## src/rtl/hrb_pkg.sv

```systemverilog
package hrb_pkg;

   // word offsets of the fixed registers
   localparam int unsigned OFS_CTL   = 0;
   localparam int unsigned OFS_VBASE = 1;
   localparam int unsigned OFS_TRIG  = 2;
   localparam int unsigned OFS_SEM   = 3;
   localparam int unsigned OFS_CCR   = 4;
   localparam int unsigned OFS_PC    = 5;
   localparam int unsigned OFS_GPR0  = 6;

   // control word bit positions (mask for bit n lives at n + half width)
   localparam int unsigned CB_IRQEN  = 0;
   localparam int unsigned CB_SWERR  = 1;
   localparam int unsigned CB_STEP   = 2;
   localparam int unsigned CB_FORCE  = 4;
   localparam int unsigned CB_DEBUG  = 5;
   localparam int unsigned CB_FREEZE = 6;
   localparam int unsigned CB_ENABLE = 7;

   // which control bits keep state (step is a pulse, bit 3 is spare)
   localparam logic [7:0] CTL_KEEP = 8'b1111_0011;

   typedef enum logic [3:0] {
      SEL_NONE,
      SEL_CTL,
      SEL_VBASE,
      SEL_TRIG,
      SEL_SEM,
      SEL_CCR,
      SEL_PC,
      SEL_GPR,
      SEL_FLAG
   } rd_sel_e;

endpackage

```

## src/rtl/hrb_decode.sv

```systemverilog
module hrb_decode
   import hrb_pkg::*;
#(
   parameter int unsigned ADDR_W     = 5,
   parameter int unsigned NUM_GPR    = 7,
   parameter int unsigned FLAG_BASE  = 16,
   parameter int unsigned FLAG_WORDS = 8,
   localparam int unsigned IDX_N     = (NUM_GPR > FLAG_WORDS) ? NUM_GPR : FLAG_WORDS,
   localparam int unsigned IDX_W     = (IDX_N > 1) ? $clog2(IDX_N) : 1
) (
   input  logic [ADDR_W-1:0] adr_i,
   output rd_sel_e           sel_o,
   output logic [IDX_W-1:0]  idx_o
);

   if (OFS_GPR0 + NUM_GPR > FLAG_BASE) begin : g_bad_gpr
      $error("general registers overlap the flag bank");
   end
   if (FLAG_BASE + FLAG_WORDS > (1 << ADDR_W)) begin : g_bad_flag
      $error("flag bank does not fit the offset space");
   end

   always_comb begin
      int a;
      a     = int'(adr_i);
      sel_o = SEL_NONE;
      idx_o = '0;
      if (a == int'(OFS_CTL))        sel_o = SEL_CTL;
      else if (a == int'(OFS_VBASE)) sel_o = SEL_VBASE;
      else if (a == int'(OFS_TRIG))  sel_o = SEL_TRIG;
      else if (a == int'(OFS_SEM))   sel_o = SEL_SEM;
      else if (a == int'(OFS_CCR))   sel_o = SEL_CCR;
      else if (a == int'(OFS_PC))    sel_o = SEL_PC;
      else if (a >= int'(OFS_GPR0) && a < int'(OFS_GPR0 + NUM_GPR)) begin
         sel_o = SEL_GPR;
         idx_o = IDX_W'(a - int'(OFS_GPR0));
      end
      else if (a >= int'(FLAG_BASE) && a < int'(FLAG_BASE + FLAG_WORDS)) begin
         sel_o = SEL_FLAG;
         idx_o = IDX_W'(a - int'(FLAG_BASE));
      end
   end

endmodule

```

## src/rtl/hrb_mask_reg.sv

```systemverilog
// Register in masked format: high half of the write word enables the
// matching low-half bit. Applies only when every byte lane is selected.
module hrb_mask_reg #(
   parameter int unsigned DATA_W = 16,
   localparam int unsigned VAL_W = DATA_W / 2,
   localparam int unsigned BE_W  = DATA_W / 8,
   parameter logic [VAL_W-1:0] KEEP  = '1,
   parameter logic [VAL_W-1:0] RESET = '0
) (
   input  logic              clk,
   input  logic              rst_n,
   input  logic              wr_en_i,
   input  logic [BE_W-1:0]   be_i,
   input  logic [DATA_W-1:0] wdata_i,
   output logic [VAL_W-1:0]  q_o
);

   if (DATA_W % 16 != 0) begin : g_bad_width
      $error("masked register needs a width that is a multiple of 16");
   end

   logic [VAL_W-1:0] q_r;
   logic [VAL_W-1:0] nxt;

   always_comb begin
      nxt = q_r;
      if (wr_en_i && (&be_i)) begin
         for (int i = 0; i < int'(VAL_W); i++) begin
            if (wdata_i[VAL_W + i]) nxt[i] = wdata_i[i];
         end
      end
   end

   always_ff @(posedge clk or negedge rst_n) begin
      if (!rst_n) q_r <= RESET & KEEP;
      else        q_r <= nxt & KEEP;
   end

   assign q_o = q_r;

endmodule

```

## src/rtl/hrb_lane_reg.sv

```systemverilog
// Register with independent byte-lane writes; bits outside IMPL read 0.
module hrb_lane_reg #(
   parameter int unsigned DATA_W = 16,
   localparam int unsigned BE_W  = DATA_W / 8,
   parameter logic [DATA_W-1:0] IMPL  = '1,
   parameter logic [DATA_W-1:0] RESET = '0
) (
   input  logic              clk,
   input  logic              rst_n,
   input  logic              wr_en_i,
   input  logic [BE_W-1:0]   be_i,
   input  logic [DATA_W-1:0] wdata_i,
   output logic [DATA_W-1:0] q_o
);

   if (DATA_W % 8 != 0) begin : g_bad_width
      $error("lane register needs whole bytes");
   end

   for (genvar l = 0; l < int'(BE_W); l++) begin : g_lane
      if (IMPL[l*8 +: 8] == 8'h00) begin : g_empty
         assign q_o[l*8 +: 8] = 8'h00;
      end else begin : g_store
         logic [7:0] lq;
         always_ff @(posedge clk or negedge rst_n) begin
            if (!rst_n)                   lq <= RESET[l*8 +: 8];
            else if (wr_en_i && be_i[l])  lq <= wdata_i[l*8 +: 8];
         end
         assign q_o[l*8 +: 8] = lq & IMPL[l*8 +: 8];
      end
   end

endmodule

```

## src/rtl/hrb_rd_mux.sv

```systemverilog
module hrb_rd_mux
   import hrb_pkg::*;
#(
   parameter int unsigned DATA_W     = 16,
   parameter int unsigned NUM_GPR    = 7,
   parameter int unsigned FLAG_WORDS = 8,
   localparam int unsigned VAL_W     = DATA_W / 2,
   localparam int unsigned IDX_N     = (NUM_GPR > FLAG_WORDS) ? NUM_GPR : FLAG_WORDS,
   localparam int unsigned IDX_W     = (IDX_N > 1) ? $clog2(IDX_N) : 1
) (
   input  rd_sel_e           sel_i,
   input  logic [IDX_W-1:0]  idx_i,
   input  logic [VAL_W-1:0]  ctl_i,
   input  logic [DATA_W-1:0] vbase_i,
   input  logic [VAL_W-1:0]  trig_i,
   input  logic [VAL_W-1:0]  sem_i,
   input  logic [DATA_W-1:0] ccr_i,
   input  logic [DATA_W-1:0] pc_i,
   input  logic [DATA_W-1:0] gpr_i  [NUM_GPR],
   input  logic [DATA_W-1:0] flag_i [FLAG_WORDS],
   output logic [DATA_W-1:0] data_o
);

   always_comb begin
      unique case (sel_i)
         SEL_CTL:   data_o = DATA_W'(ctl_i);
         SEL_VBASE: data_o = vbase_i;
         SEL_TRIG:  data_o = DATA_W'(trig_i);
         SEL_SEM:   data_o = DATA_W'(sem_i);
         SEL_CCR:   data_o = ccr_i;
         SEL_PC:    data_o = pc_i;
         SEL_GPR:   data_o = gpr_i[idx_i];
         SEL_FLAG:  data_o = flag_i[idx_i];
         default:   data_o = '0;
      endcase
   end

endmodule

```

## src/rtl/hrb_host_regs.sv

```systemverilog
module hrb_host_regs
   import hrb_pkg::*;
#(
   parameter int unsigned ADDR_W      = 5,
   parameter int unsigned DATA_W      = 16,
   parameter int unsigned NUM_GPR     = 7,
   parameter int unsigned FLAG_BASE   = 16,
   parameter int unsigned FLAG_WORDS  = 8,
   parameter int unsigned CCR_BITS    = 4,
   parameter logic [15:0] VBASE_RESET = 16'hFE00,
   parameter logic [15:0] FLAG0_RESET = 16'h0001
) (
   input  logic                  clk,
   input  logic                  rst_n,
   input  logic                  req_i,
   input  logic                  we_i,
   input  logic [ADDR_W-1:0]     adr_i,
   input  logic [DATA_W/8-1:0]   be_i,
   input  logic [DATA_W-1:0]     wdata_i,
   output logic [DATA_W-1:0]     rdata_o,
   output logic                  ack_o,
   output logic                  core_enable_o,
   output logic                  core_freeze_o,
   output logic                  core_debug_o,
   output logic                  core_force_o,
   output logic                  core_step_o,
   output logic                  core_swerr_o,
   output logic                  core_irqen_o,
   output logic [DATA_W-1:0]     vbase_o
);

   localparam int unsigned HALF  = DATA_W / 2;
   localparam int unsigned BE_W  = DATA_W / 8;
   localparam int unsigned IDX_N = (NUM_GPR > FLAG_WORDS) ? NUM_GPR : FLAG_WORDS;
   localparam int unsigned IDX_W = (IDX_N > 1) ? $clog2(IDX_N) : 1;
   localparam logic [DATA_W-1:0] VB_IMPL  = ~DATA_W'(1);
   localparam logic [DATA_W-1:0] CCR_IMPL = DATA_W'((1 << CCR_BITS) - 1);
   localparam logic [HALF-1:0]   CTL_IMPL = HALF'(CTL_KEEP);

   if (DATA_W % 16 != 0) begin : g_bad_data
      $error("DATA_W must be a multiple of 16");
   end
   if (CCR_BITS < 1 || CCR_BITS > 8) begin : g_bad_ccr
      $error("CCR_BITS must be 1..8");
   end
   if (NUM_GPR < 1 || FLAG_WORDS < 1) begin : g_bad_cnt
      $error("register counts must be positive");
   end

   rd_sel_e          sel;
   logic [IDX_W-1:0] idx;
   logic             wr;
   logic             all_lanes;

   hrb_decode #(
      .ADDR_W    (ADDR_W),
      .NUM_GPR   (NUM_GPR),
      .FLAG_BASE (FLAG_BASE),
      .FLAG_WORDS(FLAG_WORDS)
   ) u_decode (
      .adr_i (adr_i),
      .sel_o (sel),
      .idx_o (idx)
   );

   assign wr        = req_i & we_i;
   assign all_lanes = &be_i;

   // ---------------- control word ----------------
   logic [HALF-1:0] ctl_q;
   logic            step_q;

   hrb_mask_reg #(
      .DATA_W(DATA_W),
      .KEEP  (CTL_IMPL),
      .RESET ('0)
   ) u_ctl (
      .clk    (clk),
      .rst_n  (rst_n),
      .wr_en_i(wr && sel == SEL_CTL),
      .be_i   (be_i),
      .wdata_i(wdata_i),
      .q_o    (ctl_q)
   );

   always_ff @(posedge clk or negedge rst_n) begin
      if (!rst_n) step_q <= 1'b0;
      else        step_q <= wr && sel == SEL_CTL && all_lanes &&
                            wdata_i[HALF + CB_STEP] && wdata_i[CB_STEP];
   end

   // ---------------- vector base (locked while enabled) ----------------
   logic [DATA_W-1:0] vbase_q;

   hrb_lane_reg #(
      .DATA_W(DATA_W),
      .IMPL  (VB_IMPL),
      .RESET (DATA_W'(VBASE_RESET))
   ) u_vbase (
      .clk    (clk),
      .rst_n  (rst_n),
      .wr_en_i(wr && sel == SEL_VBASE && !ctl_q[CB_ENABLE]),
      .be_i   (be_i),
      .wdata_i(wdata_i),
      .q_o    (vbase_q)
   );

   // ---------------- trigger and semaphore ----------------
   logic [HALF-1:0] trig_q;
   logic [HALF-1:0] sem_q;

   hrb_mask_reg #(
      .DATA_W(DATA_W),
      .KEEP  ('1),
      .RESET ('0)
   ) u_trig (
      .clk    (clk),
      .rst_n  (rst_n),
      .wr_en_i(wr && sel == SEL_TRIG),
      .be_i   (be_i),
      .wdata_i(wdata_i),
      .q_o    (trig_q)
   );

   hrb_mask_reg #(
      .DATA_W(DATA_W),
      .KEEP  ('1),
      .RESET ('0)
   ) u_sem (
      .clk    (clk),
      .rst_n  (rst_n),
      .wr_en_i(wr && sel == SEL_SEM),
      .be_i   (be_i),
      .wdata_i(wdata_i),
      .q_o    (sem_q)
   );

   // ---------------- condition code and program counter ----------------
   logic [DATA_W-1:0] ccr_q;
   logic [DATA_W-1:0] pc_q;

   hrb_lane_reg #(
      .DATA_W(DATA_W),
      .IMPL  (CCR_IMPL),
      .RESET ('0)
   ) u_ccr (
      .clk    (clk),
      .rst_n  (rst_n),
      .wr_en_i(wr && sel == SEL_CCR),
      .be_i   (be_i),
      .wdata_i(wdata_i),
      .q_o    (ccr_q)
   );

   hrb_lane_reg #(
      .DATA_W(DATA_W),
      .IMPL  ('1),
      .RESET ('0)
   ) u_pc (
      .clk    (clk),
      .rst_n  (rst_n),
      .wr_en_i(wr && sel == SEL_PC),
      .be_i   (be_i),
      .wdata_i(wdata_i),
      .q_o    (pc_q)
   );

   // ---------------- general registers ----------------
   logic [DATA_W-1:0] gpr_q [NUM_GPR];

   for (genvar g = 0; g < int'(NUM_GPR); g++) begin : g_gpr
      hrb_lane_reg #(
         .DATA_W(DATA_W),
         .IMPL  ('1),
         .RESET ('0)
      ) u_gpr (
         .clk    (clk),
         .rst_n  (rst_n),
         .wr_en_i(wr && sel == SEL_GPR && int'(idx) == g),
         .be_i   (be_i),
         .wdata_i(wdata_i),
         .q_o    (gpr_q[g])
      );
   end

   // ---------------- read-only flag bank ----------------
   logic [DATA_W-1:0] flag_q [FLAG_WORDS];

   for (genvar f = 0; f < int'(FLAG_WORDS); f++) begin : g_flag
      if (f == 0) begin : g_first
         assign flag_q[f] = DATA_W'(FLAG0_RESET);
      end else begin : g_rest
         assign flag_q[f] = '0;
      end
   end

   // ---------------- read path ----------------
   logic [DATA_W-1:0] rd_mux;

   hrb_rd_mux #(
      .DATA_W    (DATA_W),
      .NUM_GPR   (NUM_GPR),
      .FLAG_WORDS(FLAG_WORDS)
   ) u_rd_mux (
      .sel_i  (sel),
      .idx_i  (idx),
      .ctl_i  (ctl_q),
      .vbase_i(vbase_q),
      .trig_i (trig_q),
      .sem_i  (sem_q),
      .ccr_i  (ccr_q),
      .pc_i   (pc_q),
      .gpr_i  (gpr_q),
      .flag_i (flag_q),
      .data_o (rd_mux)
   );

   always_ff @(posedge clk or negedge rst_n) begin
      if (!rst_n) begin
         rdata_o <= '0;
         ack_o   <= 1'b0;
      end else begin
         ack_o   <= req_i;
         rdata_o <= (req_i && !we_i) ? rd_mux : '0;
      end
   end

   // ---------------- core-side outputs ----------------
   assign core_enable_o = ctl_q[CB_ENABLE];
   assign core_freeze_o = ctl_q[CB_FREEZE];
   assign core_debug_o  = ctl_q[CB_DEBUG];
   assign core_force_o  = ctl_q[CB_FORCE];
   assign core_swerr_o  = ctl_q[CB_SWERR];
   assign core_irqen_o  = ctl_q[CB_IRQEN];
   assign core_step_o   = step_q;
   assign vbase_o       = vbase_q;

endmodule

```

## config.mk

```make
export PLATFORM = sky130hd
export DESIGN_NAME = hrb_host_regs
export DESIGN_NICKNAME = d
export VERILOG_FILES = /design/src/rtl/hrb_pkg.sv /design/src/rtl/hrb_decode.sv /design/src/rtl/hrb_mask_reg.sv /design/src/rtl/hrb_lane_reg.sv /design/src/rtl/hrb_rd_mux.sv /design/src/rtl/hrb_host_regs.sv
export SDC_FILE = /design/constraint.sdc
export NUM_CORES = 1
export LEC_CHECK = 0
export CAP_MARGIN = 20
export CORE_MARGIN = 1
export CORE_UTILIZATION = 60
export CTS_BUF_LIST = sky130_fd_sc_hd__clkbuf_2 sky130_fd_sc_hd__clkbuf_4 sky130_fd_sc_hd__clkbuf_8
export DETAILED_ROUTE_END_ITERATION = 6
export DONT_BUFFER_PORTS = 1
export HOLD_SLACK_MARGIN = 0.02
export PLACE_DENSITY = 0.86
export SLEW_MARGIN = 10
export SYNTH_ARGS = -nofsm -noshare
export SYNTH_HDL_FRONTEND = slang
export SYNTH_HIERARCHICAL = 1
export SYNTH_SLANG_ARGS = --single-unit
```

## constraint.sdc

```tcl
create_clock -name clk -period 2.8 [get_ports clk]
set_input_delay 0.42 -clock clk [delete_from_list [all_inputs] [get_ports clk]]
set_output_delay 0.42 -clock clk [all_outputs]
set_load 0.05 [all_outputs]
```

==> flow_metrics.tcl, run 1 <==
set metrics [dict create \
    status "finished with violations" \
    violations "hold timing" \
    crit_slowest_cell "nor4_1" \
    synthToLayoutAreaGrowth_pct 12.2 \
    maxSlewViolCount 0 \
    slowest_delay_ps 560 \
    critPathKind "input port to flip-flop" \
    finalSetupViolCount 0 \
    insertion_delay_ps 480 \
    cp-end-kind "flip-flop" \
    num_vias 7163 \
    startpoint_type "input port" \
    p_leak_nw 5.35 \
    postCtsResizedCells 0 \
    hold_ws_ps -368 \
    vias_per_cell 6.31 \
    cp_cell_sequence "ha_2, buf_4, nand3_1, a21oi_1, o21ba_2, nand3_1, nor4_1, buf_4, nand2_2, mux2_2" \
    cellPowerDensity_nw_per_um2 499 \
    p_int_mw 4.07 \
    drv_cap 0 \
    syn_avg_cell_area_sq_um 13.4 \
    numPortBuffers 0 \
    tightest_slew_ps 663 \
    synthFlopType "dfrtp_1" \
    antenna_left 0 \
    layout_commonest_cell "dfrtp_1" \
    antenna_found_initial 1 \
    ys_async_sr_fraction_pct 100 \
    sw_frac_of_total_pct 28.5 \
    ff2ff_setup_slack_ps 920 \
    grt_max_degree 188 \
    yosys_warnings 6 \
    r2r_end "u_vbase/g_lane[0].g_store.lq[3]$_DFFE_PN0P_" \
    initial_core_util_pct 61.5 \
    fin_crit_sh_pct 87.8 \
    drive_gt1_share_pct 35.7 \
    regToRegStartpoint "u_ctl/q_o[7]$_DFFE_PN0P_" \
    clk_pin_slew_ps 90 \
    hp-class "input port to asynchronous set/reset pin" \
    slew_headroom_pct 55.8 \
    period_needed_ps 2460 \
    gp_congestion 0.889 \
    cts_tree "yes" \
    drt_drc_violations_left 0 \
    final_cell_mix "dfrtp_1 (180), mux2_2 (155), conb_1 (143)" \
    final_util_pct 69.0 \
    root_buffer "clkbuf_8" \
    fin_nets 931 \
    grt_overflow 0 \
    rsz0062_at_grt "false" \
    p_seq_share_pct 56.4 \
    synthesis.area_sq_um 10200 \
    pwr-share-clk_pct 31.2 \
    io-pin-count 67 \
    numCtsBuffers 17 \
    rows 47 \
    cp_max_fo 11 \
    coreArea_sq_um 16500 \
    ys_seq_area_share_pct 46.2 \
    crit_path_end "g_gpr[4].u_gpr/g_lane[1].g_store.lq[7]$_DFFE_PN0P_" \
    die_area_sq_um 17400 \
    power.switching_mw 1.62 \
    ys_ff_latch 187 \
    place.detailed.hpwl_mm 16.8 \
    combPwrFrac_pct 12.4 \
    dieHeight_microns 132 \
    cp.required_ps 3170 \
    clock.fmax_ghz 0.407 \
    netlist_instances 759 \
    chipWidth_microns 132 \
    post_cts_buffers 0 \
    synth_edf_count 0 \
    postCtsHoldBufs 1 \
    dr.first_iter.drc_count 799 \
    grt_pass1_wl_mm 39.8 \
    numClockSinks 187 \
    peakVddDrop_uv 326 \
    startpoint "adr_i[1]" \
    wl_per_cell_microns 22.0 \
    grt_pass1_vias 7331 \
    drt_pass1_iterations 7 \
    worst_ep_arrival_time_ps 2820 \
    clockBufferDepth 2 \
    clock_skew_ps 13.6 \
    hold_violations 187 \
    totalWireLength_mm 25.0 \
    synthDistinctLibCells 60 \
    grtUsageTotal_pct 30.3 \
    r2r_cells 4 \
    htreeDepth 4 \
]
## cell usage after synthesis (2+ instances only)
library cell	instances	area [sq um]
dfrtp_1	180	4500
mux2_2	155	1750
mux4_2	45	1010
o211ai_1	27	203
buf_4	26	195
nand4_1	26	163
mux2_1	22	248
nand2_1	20	75.1
nand2_2	19	119
nand3b_1	19	143
and2_1	17	106
buf_2	17	85.1
mux2i_1	17	170
a22oi_1	15	113
clkbuf_1	14	52.6
a222oi_1	11	110
nand3_1	11	55.1
a21oi_1	9	45.0
o21ai_0	9	45.0
nor4_1	8	50.1
dfstp_2	7	184
a22o_1	5	43.8
conb_1	5	18.8
nor2_1	5	18.8
nor2b_1	5	31.3
nor3_1	5	25.0
inv_1	4	15.0
mux2_4	4	60.1
nand2b_1	4	25.0
a2bb2oi_1	3	26.3
ha_1	3	37.5
mux4_1	3	78.8
nor3b_1	3	22.5
nor4b_1	3	26.3
a221oi_1	2	17.5
and3b_1	2	17.5
buf_1	2	7.51
buf_6	2	22.5
nor4bb_1	2	20.0
o32ai_1	2	17.5
or3_1	2	12.5
## how the worst min path moves through the flow
stage | start | to | slack [ps] | cells past startpoint
5_1_grt | rst_n | rdata_o[13]$_DFF_PN0_ | -390 | 0
2_1_floorplan | rst_n | ack_o$_DFF_PN0_ | 120 | 0
3_3_place_gp | rst_n | u_pc/g_lane[1].g_store.lq[2]$_DFFE_PN0P_ | 130 | 0
3_5_place_dp | rst_n | rdata_o[10]$_DFF_PN0_ | 130 | 0
6_report | rst_n | u_pc/g_lane[1].g_store.lq[2]$_DFFE_PN0P_ | -370 | 0
4_1_cts | rst_n | g_gpr[2].u_gpr/g_lane[1].g_store.lq[6]$_DFFE_PN0P_ | -400 | 0
## power by group through the flow
stage / clock, mW / combinational, mW / sequential [mW]
floorplan: 0 / 0.588 / 3.22
global placement: 0 / 0.654 / 3.26
detailed placement: 0 / 0.676 / 3.26
CTS: 1.81 / 0.681 / 3.21
global route: 1.90 / 0.760 / 3.23
finish: 1.77 / 0.706 / 3.21
## cell type report
type                       count  area [sq um]
antenna                        2          5.00
clock buffer                  23           304
clock inverter                 9          85.1
fill                        1099          5130
inverter                       4          15.0
multi-input combinational    644          5660
sequential                   187          4690
tap                          220           275
timing repair buffer          47           368
## through the flow
stage	power (mW)	worst slack, ps	std cells	TNS, ps	area [sq um]
6_report	5.69	342	1136	0	11400
5_1_grt	5.89	228	1134	0	11400
4_1_cts	5.70	391	1134	0	11400
3_5_place_dp	3.94	-65.0	1101	-1630	11000
3_3_place_gp	3.91	-1.20	1101	-1.91	11000
2_1_floorplan	3.81	23.4	897	0	10700
## layer usage
layer  track usage [%]  vias up  share of wire (%)
li1                  -     3071                  -
met1              38.8     3697                 40
met2              48.9      320                 49
met3              7.30       75                7.6
met4              14.6        0                4.1
met5                 0        -                  0
## sequential cells by signal (all words and copies together), names as in the netlist
signal / flops
u_sem/q_o: 8
u_ccr/g_lane.g_store.lq: 4
u_ctl/q_o: 6
u_vbase/g_lane.g_store.lq: 15
g_gpr.u_gpr/g_lane.g_store.lq: 112
u_pc/g_lane.g_store.lq: 16
rdata_o: 16
ack_o: 1
core_step_o: 1
u_trig/q_o: 8
## cell families (layout without fill, tap and decap cells)
kind of cell	count (synthesis)	in the layout	synth area share (%)
mux	246	246	32.7
buf+inv	66	83	3.92
compound gates	91	91	6.83
flops	187	187	46.2
fa+ha+maj	3	3	0.370
other cells	5	145	0.185
simple gates	161	161	9.88
## critical path, delay by kind of cell
family	cells	cell delay, ps
AND/OR/NAND/NOR	4	1040
AO/OA/AOI/OAI	2	480
multiplexers	1	310
buffers and inverters	2	340
adder cells (fa/ha/maj)	1	230
Power figures use the tool's default switching activity.
==> run 2: changes to the inputs <==
Clock period 2.8 ns to 3.1 ns, I/O delays scaled along.
==> flow_metrics.tcl, run 2 (synthesis gave the netlist of run 1 again) <==
set metrics [dict create \
    status "finished with violations" \
    violations "hold timing" \
    placed_cells 1088 \
    cp.required_ps 3460 \
    regToRegStartpoint "g_gpr[0].u_gpr/g_lane[0].g_store.lq[3]$_DFFE_PN0P_" \
    post_cts_buffers 0 \
    worst_ep_arrival_time_ps 2990 \
    hp-class "input port to asynchronous set/reset pin" \
    clock.fmax_ghz 0.380 \
    cp_max_fo 22 \
    htreeDepth 4 \
    worst-path-buf-inv 1 \
    fill_cells 1153 \
    cp_cell_sequence "ha_1, a21oi_1, o311ai_2, a22oi_1, buf_4, nand3b_2, nor4_1, nand2_2, mux2_2" \
    place.detailed.hpwl_mm 16.5 \
    largest_register_ffs 112 \
    rsz0062_at_grt "false" \
    period_needed_ps 2630 \
    grt_pass1_vias 7003 \
    finalSetupViolCount 0 \
    grt_max_degree 188 \
    chipWidth_microns 132 \
    sw_frac_of_total_pct 29.7 \
    numCtsBuffers 17 \
    drv_cap 0 \
    diodes 0 \
    critPathKind "input port to flip-flop" \
    die_area_sq_um 17400 \
    vias_per_cell 6.14 \
    clk_pin_slew_ps 100 \
    cp-end-kind "flip-flop" \
    drt_pass1_iterations 7 \
    insertion_delay_ps 470 \
    fin_crit_sh_pct 84.8 \
    root_buffer "clkbuf_8" \
    peakVddDrop_uv 300 \
    numPortBuffers 0 \
    fin_nets 918 \
    largest_register "g_gpr.u_gpr/g_lane.g_store.lq" \
    combPwrFrac_pct 12.4 \
    io-pin-count 67 \
    layout_commonest_cell "dfrtp_1" \
    r2r_end "rdata_o[3]$_DFF_PN0_" \
    cts_tree "yes" \
    slew_headroom_pct 57.8 \
    r2r_cells 5 \
    grt_pass1_wl_mm 38.3 \
    final_cell_mix "dfrtp_1 (180), mux2_2 (155), conb_1 (143)" \
    gp_congestion 0.869 \
    dieHeight_microns 132 \
    pwr-share-clk_pct 29.4 \
    cpLargestDelayFamily "simple AND/OR/NAND/NOR gates" \
    antenna_left 0 \
    dr.first_iter.drc_count 695 \
    clock_skew_ps 9.83 \
    startpoint_type "input port" \
    hold_ws_ps -324 \
    postCtsResizedCells 0 \
    rows 47 \
    cellPowerDensity_nw_per_um2 443 \
    p_seq_share_pct 58.2 \
    grt_overflow 0 \
    synthToLayoutAreaGrowth_pct 10.9 \
    top_regs "g_gpr.u_gpr/g_lane.g_store.lq x112, rdata_o x16, u_pc/g_lane.g_store.lq x16" \
    p_int_mw 3.51 \
    crit_slowest_cell "nor4_1" \
    coreArea_sq_um 16500 \
    drive_gt1_share_pct 34.3 \
    antenna_found_initial 0 \
    totalWireLength_mm 23.9 \
    placed_area_sq_um 10900 \
    final_area_sq_um 11300 \
    num_vias 6888 \
    fin_tns_setup_ps 0 \
    wl_per_cell_microns 21.3 \
    clockBufferDepth 2 \
    initial_core_util_pct 61.5 \
    tightest_slew_ps 633 \
    power.switching_mw 1.48 \
    postCtsHoldBufs 1 \
    instances_no_fill 1121 \
    grtUsageTotal_pct 28.9 \
    drt_drc_violations_left 0 \
    ff2ff_setup_slack_ps 1230 \
    p_leak_nw 5.26 \
    hold_violations 187 \
    slowest_delay_ps 520 \
    numClockSinks 187 \
    maxSlewViolCount 0 \
]
## run 2: power groups by stage
stage | combinational [mW] | sequential (mW) | clock (mW)
finish | 0.620 | 2.90 | 1.47
global route | 0.670 | 2.92 | 1.59
CTS | 0.599 | 2.90 | 1.51
detailed placement | 0.596 | 2.95 | 0
global placement | 0.578 | 2.94 | 0
floorplan | 0.520 | 2.91 | 0
## run 2: worst max-delay path by stage
| stage | from | depth (start not counted) | slack, ps | end |
|---|---|---|---|---|
| after global placement | adr_i[1] | 9 | 110 | g_gpr[5].u_gpr/g_lane[0].g_store.lq[1]$_DFFE_PN0P_ |
| final | adr_i[1] | 9 | 470 | g_gpr[5].u_gpr/g_lane[1].g_store.lq[2]$_DFFE_PN0P_ |
| after CTS | adr_i[1] | 9 | 530 | g_gpr[5].u_gpr/g_lane[0].g_store.lq[0]$_DFFE_PN0P_ |
| after detailed placement | adr_i[1] | 9 | 20 | g_gpr[5].u_gpr/g_lane[1].g_store.lq[2]$_DFFE_PN0P_ |
| after floorplan | adr_i[1] | 11 | 10 | rdata_o[3]$_DFF_PN0_ |
| after global routing | adr_i[1] | 9 | 280 | g_gpr[5].u_gpr/g_lane[0].g_store.lq[0]$_DFFE_PN0P_ |
## run 2: cell type report
| class | instances | area (sq um) | share of cell area [%] |
|---|---|---|---|
| inverters | 4 | 15.0 | 0.133 |
| clock buffers | 19 | 255 | 2.27 |
| multi-input cells | 644 | 5640 | 50.1 |
| well taps | 220 | 275 | 2.44 |
| repair buffers | 34 | 295 | 2.62 |
| clock inverters | 13 | 95.1 | 0.845 |
| flip-flops and latches | 187 | 4690 | 41.6 |
## run 2: routing by layer
| metal | GRT usage [%] | routed length (microns) | share of wire (%) |
|---|---|---|---|
| met5 | 0 | 0 | 0 |
| met4 | 12.8 | 858 | 3.6 |
| met3 | 7.27 | 1970 | 8.3 |
| met2 | 45.0 | 11300 | 47 |
| met1 | 38.5 | 9800 | 41 |
## run 2: stage by stage
stage / power (mW) / setup slack, ps / utilization [%]
after global routing: 5.17 / 284 / 68.1
final: 4.99 / 470 / 68.1
after floorplan: 3.43 / 9.90 / -
after detailed placement: 3.55 / 21.5 / 66.0
after global placement: 3.52 / 109 / 66.0
after CTS: 5.01 / 532 / 68.1
